[src/rtl/tl_host_mapper.sv]
module tl_host_mapper #(
  parameter int ADDR_W    = 32,
  parameter int DATA_W    = 32,
  parameter int SIZE_W    = 3,
  parameter int SRC_W     = 4,
  parameter int SOURCE_ID = 0
) (
  input  logic                clk,
  input  logic                rst_n,
  input  logic                hw_mode,
  input  logic                req_valid,
  output logic                req_ready,
  input  logic                req_write,
  input  logic [ADDR_W-1:0]   req_addr,
  input  logic [DATA_W-1:0]   req_wdata,
  input  logic [DATA_W/8-1:0] req_mask,
  input  logic                q_arith,
  input  logic                q_logic,
  input  logic                q_intent,
  input  logic [2:0]          q_param,
  input  logic [SIZE_W-1:0]   q_size,
  output logic                rsp_valid,
  output logic [DATA_W-1:0]   rsp_data,
  output logic                a_valid,
  input  logic                a_ready,
  output logic [2:0]          a_opcode,
  output logic [2:0]          a_param,
  output logic [SIZE_W-1:0]   a_size,
  output logic [SRC_W-1:0]    a_source,
  output logic [ADDR_W-1:0]   a_address,
  output logic [DATA_W/8-1:0] a_mask,
  output logic [DATA_W-1:0]   a_data,
  input  logic                d_valid,
  output logic                d_ready,
  input  logic [DATA_W-1:0]   d_data
);
  localparam int BYTES = DATA_W / 8;
  localparam int LB    = $clog2(BYTES);
  localparam int CNT_W = (1 << SIZE_W) - LB;

  localparam logic [2:0] OP_PUTF  = 3'd0;
  localparam logic [2:0] OP_PUTP  = 3'd1;
  localparam logic [2:0] OP_ARITH = 3'd2;
  localparam logic [2:0] OP_LOGIC = 3'd3;
  localparam logic [2:0] OP_GET   = 3'd4;
  localparam logic [2:0] OP_HINT  = 3'd5;

  typedef enum logic [2:0] {S_IDLE, S_SEND, S_GATHER, S_WAIT, S_RESP} st_t;
  st_t st;

  logic [2:0]          op_q, prm_q, dec_op, dec_prm;
  logic [SIZE_W-1:0]   sz_q, dec_sz;
  logic [ADDR_W-1:0]   addr_q;
  logic [DATA_W-1:0]   data_q, rdata_q;
  logic [BYTES-1:0]    mask_q;
  logic [CNT_W-1:0]    a_left, d_left, span, dec_abeats, dec_dbeats;
  logic                hw_q;
  logic                put_op;

  wire mask_full = &req_mask;
  wire wr_op     = mask_full ? OP_PUTF : OP_PUTP;

  assign span = (q_size > SIZE_W'(LB))
              ? ((CNT_W'(1) << (q_size - SIZE_W'(LB))) - CNT_W'(1)) : '0;

  always_comb begin
    dec_op  = req_write ? (mask_full ? OP_PUTF : OP_PUTP) : OP_GET;
    dec_prm = 3'd0;
    dec_sz  = SIZE_W'(LB);
    if (hw_mode) begin
      dec_sz = q_size;
      if (q_arith) begin
        dec_op  = OP_ARITH;
        dec_prm = q_param;
      end else if (q_logic) begin
        dec_op  = OP_LOGIC;
        dec_prm = q_param;
      end else if (q_intent) begin
        dec_op  = OP_HINT;
        dec_prm = {2'b00, q_param[0]};
      end
    end
  end

  assign put_op     = (dec_op == OP_PUTF) || (dec_op == OP_PUTP);
  assign dec_abeats = (hw_mode && put_op) ? span : '0;
  assign dec_dbeats = (hw_mode && dec_op == OP_GET) ? span : '0;

  assign req_ready = (st == S_IDLE) || (st == S_GATHER);
  assign a_valid   = (st == S_SEND);
  assign d_ready   = (st == S_WAIT);
  assign rsp_valid = (st == S_RESP);
  assign rsp_data  = rdata_q;
  assign a_opcode  = op_q;
  assign a_param   = prm_q;
  assign a_size    = sz_q;
  assign a_source  = SRC_W'(SOURCE_ID);
  assign a_address = addr_q;
  assign a_mask    = mask_q;
  assign a_data    = data_q;

  always_ff @(posedge clk) begin
    if (!rst_n) begin
      st      <= S_IDLE;
      op_q    <= '0;
      prm_q   <= '0;
      sz_q    <= '0;
      addr_q  <= '0;
      data_q  <= '0;
      mask_q  <= '0;
      rdata_q <= '0;
      a_left  <= '0;
      d_left  <= '0;
      hw_q    <= 1'b0;
    end else begin
      case (st)
        S_IDLE: if (req_valid) begin
          op_q   <= dec_op;
          prm_q  <= dec_prm;
          sz_q   <= dec_sz;
          addr_q <= req_addr;
          data_q <= req_wdata;
          mask_q <= req_mask;
          hw_q   <= hw_mode;
          a_left <= dec_abeats;
          d_left <= dec_dbeats;
          st     <= S_SEND;
        end
        S_SEND: if (a_ready) begin
          if (a_left != '0) begin
            a_left <= a_left - CNT_W'(1);
            st     <= S_GATHER;
          end else begin
            st <= S_WAIT;
          end
        end
        S_GATHER: if (req_valid) begin
          data_q <= req_wdata;
          mask_q <= req_mask;
          st     <= S_SEND;
        end
        S_WAIT: if (d_valid) begin
          rdata_q <= d_data;
          st      <= S_RESP;
        end
        S_RESP: begin
          if (d_left != '0) begin
            d_left <= d_left - CNT_W'(1);
            st     <= S_WAIT;
          end else begin
            st <= S_IDLE;
          end
        end
        default: st <= S_IDLE;
      endcase
    end
  end

  logic unused_ok;
  assign unused_ok = ^wr_op;
endmodule

[config.mk]
export PLATFORM = sky130hd
export DESIGN_NAME = tl_host_mapper
export DESIGN_NICKNAME = d
export VERILOG_FILES = /design/src/rtl/tl_host_mapper.sv
export SDC_FILE = /design/constraint.sdc
export NUM_CORES = 1
export LEC_CHECK = 0
export BUFFER_PORTS_ARGS = -buffer_cell sky130_fd_sc_hd__buf_2
export CAP_MARGIN = 20
export CORE_ASPECT_RATIO = 0.75
export CORE_MARGIN = 1
export CORE_UTILIZATION = 46
export CTS_CLUSTER_SIZE = 8
export DETAILED_ROUTE_END_ITERATION = 16
export PLACE_DENSITY = 0.75
export SLEW_MARGIN = 20
export SYNTH_ARGS = -nofsm -noshare
export SYNTH_HDL_FRONTEND = slang
export SYNTH_SLANG_ARGS = --single-unit
[constraint.sdc]
create_clock -name clk -period 2.3 [get_ports clk]
set_input_delay 0.23 -clock clk [delete_from_list [all_inputs] [get_ports clk]]
set_output_delay 0.23 -clock clk [all_outputs]
set_load 0.05 [all_outputs]
==> results.cfg <==
[placement]
dp.cells = 960
dp_slack_ns = 0.3581
portBuffers = 228
dp_hpwl_mm = 9.820
place.gp.congestion = 0.8580

[cts]
numCtsBuffers = 17
path_clk_slew_ns = 0.06
cts-htree-levels = 4
tritoncts = done
cts_root_buffer = clkbuf_16
cts_sinks = 124
cts_setup_buffers = 0
clock_latency_ns = 0.40
ctsResizeCount = 0
clockBufferDepth = 2
cts_hold_buf = 0

[worst_setup_path]
cpMostUsedCell = a31o_2
crit_arrival_ns = 2.28
endpoint_kind = flop
crit_type = flop to flop
crit_required_ns = 2.60
slowest_delay_ns = 0.39
path_cells = inv_1, ha_1, nor3b_1, nand2_1, a31o_2, and3_1, a31o_2
crit_path_top_delay_cell = nor3b_1
start_kind = flop
cp_max_fo = 12

[layout]
n_antenna_cell = 0
fin_cells = 992
nNetsFinal = 967
final_util = 0.6515
areaGrowthSynthToFinish_pct = 36.85
drive_above_1_share = 0.3341

[timing]
fin_setup_tns_ns = 0
timing.slew.headroom = 0.5631
holdWs_ns = 0.06071
max_freq_mhz = 503.3
setup_viol = 0
worstMarginPinSlew_ns = 0.6553
drv_slew = 0
fin_worst_skew_ns = 0.006459
rsz0062_at_grt = no
period_share = 0.8638
hold_violations = 0
setup_ws_ns = 0.3133
period_needed_ns = 1.987

[floorplan]
initial_core_util = 0.4761
die_area_um2 = 11160
io_pins = 233
fp.dieW_um = 121.6
die_height_um = 91.72
coreArea_um2 = 10370
rows = 32

[status]
status = completed

[logic_synthesis]
synthCells = 627
synth_top_family_by_area = simple AND/OR/NAND/NOR gates
synth_edf_count = 0
syn_area_um2 = 4937
ys_async_sr_fraction = 0
yosys.area_share.simple = 0.2326
synth_xor_area_frac = 0.008870
synth_ff_type = dfxtp_1
synth_fa_ha_area_frac = 0.02027
synth.distinct_cells = 49
synth_compound_area_frac = 0.1731
synthMuxAreaShare = 0.006336
ys_seq_area_frac = 0.5028
ys_ff_latch = 124
yosysWarnings = 0
syn_area_per_cell_um2 = 7.874

[global_route]
grt_pass1_wl_mm = 21.68
antenna_found_initial = 0
grt_pass1_vias = 4679
grtUsageTotal = 0.2449
overflow = 0
grt_max_degree = 72

[power]
ir_worst_vdd_v = 0.0006023
p_leak_uw = 0.003130
p_per_area_nw_per_um2 = 899.1

[detailed_routing]
vias_per_cell = 5.068
ant_nets = 0
drc = 0
drt_first_pass_iters = 5
wl_per_cell_um = 13.87
drtIter0Drc = 279
wirelength_mm = 13.76
vias = 5027

[flow_run]
drv_cap = 0

[hold_path]
hp-class = input port to flop
## placed cells by master (no fill, tap or decap), types with 3 or more instances in the layout
cell,netlist,final
bufinv_16,0,3
buf_2,14,228
nor3b_1,4,4
nor2_1,21,21
a31oi_1,4,4
clkinv_2,0,5
o21ai_1,3,3
a22oi_1,5,5
inv_1,8,8
nor3_1,11,11
o21ai_0,11,11
ha_1,8,8
buf_4,9,10
clkinvlp_4,0,3
clkbuf_16,0,17
xor2_1,3,3
conb_1,1,4
a21oi_1,121,121
nand3_1,5,5
dfxtp_1,124,124
nand2_1,213,213
## cell usage after synthesis, types with 2 or more instances
cell type / n / area share
a21oi_1: 121 / 0.12
a22oi_1: 5 / 0.0076
a31o_2: 2 / 0.0035
a31oi_1: 4 / 0.0051
and2_1: 2 / 0.0025
buf_2: 14 / 0.014
buf_4: 9 / 0.014
clkbuf_1: 22 / 0.017
dfxtp_1: 124 / 0.50
ha_1: 8 / 0.020
inv_1: 8 / 0.0061
inv_2: 3 / 0.0023
mux2i_1: 2 / 0.0041
nand2_1: 213 / 0.16
nand3_1: 5 / 0.0051
nand3b_1: 2 / 0.0030
nand4_1: 2 / 0.0025
nor2_1: 21 / 0.016
nor3_1: 11 / 0.011
nor3b_1: 4 / 0.0061
o21ai_0: 11 / 0.011
o21ai_1: 3 / 0.0030
or3_1: 2 / 0.0025
xnor2_1: 2 / 0.0035
xor2_1: 3 / 0.0053
## final cells by class
cell class | count | area, µm²
tap | 136 | 170.2
multi-input combinational | 449 | 2203
clock inverter | 11 | 141.4
sequential | 124 | 2482
inverter | 11 | 42.54
timing repair buffer | 240 | 1256
fill | 932 | 3613
clock buffer | 21 | 460.4
## worst paths after layout
check                   start            to  slack, ns  cells after the start
setup / recovery    a_left[0]     a_left[2]       0.31                      7
hold / removal    req_addr[5]  a_address[5]       0.06                      3
setup reg to reg    a_left[0]     a_left[2]       0.31                      7
hold reg to reg   rsp_data[5]   rsp_data[5]       0.45                      2
## metrics by stage
stage	instance area (µm²)	total power (µW)
after CTS	6756	6123
final	6756	6075
after detailed placement	6155	3423
after global placement	6153	3397
after global routing	6756	6305
after floorplan	4949	3130
## routing by layer
layer,vias to the layer above,wire (µm),track usage,part of all wire
met5,-,0,0,0
met1,2308,5730,0.2721,0.42
li1,2504,-,-,-
met3,24,1075,0.07525,0.078
met2,191,6698,0.4337,0.49
met4,0,254,0.09568,0.018
## where the power goes
part	total, µW	switching, µW	internal [µW]	leakage [µW]
Clock	2690	933	1760	0.000289
Combinational	1050	735	311	0.00183
Sequential	2340	72.4	2270	0.00101
Total	6070	1740	4330	0.00313
## flip-flops by register name, summed over array words and instances (netlist names)
register,cells
st,3
a_opcode,3
a_mask,4
a_left,6
a_param,3
d_left,6
a_size,3
a_address,32
rsp_data,32
a_data,32
## worst max-delay path, delay by kind of cell (launching register included)
kind                     cells  cell delay (ns)
buffers and inverters        1             0.08
AO/OA/AOI/OAI                2             0.56
AND/OR/NAND/NOR              3             0.74
adder cells (fa/ha/maj)      1             0.19
flip-flops                   1             0.32
## logic make-up after synthesis
group                      after synthesis
buffers and inverters                   57
xor gates and xnor gates                 5
and+or+nand+nor                        272
DFF                                    124
AOI/OAI and AO/OA                      157
muxes                                    3
other                                    1
adders and majority gates                8
Power figures use the tool's default switching activity.
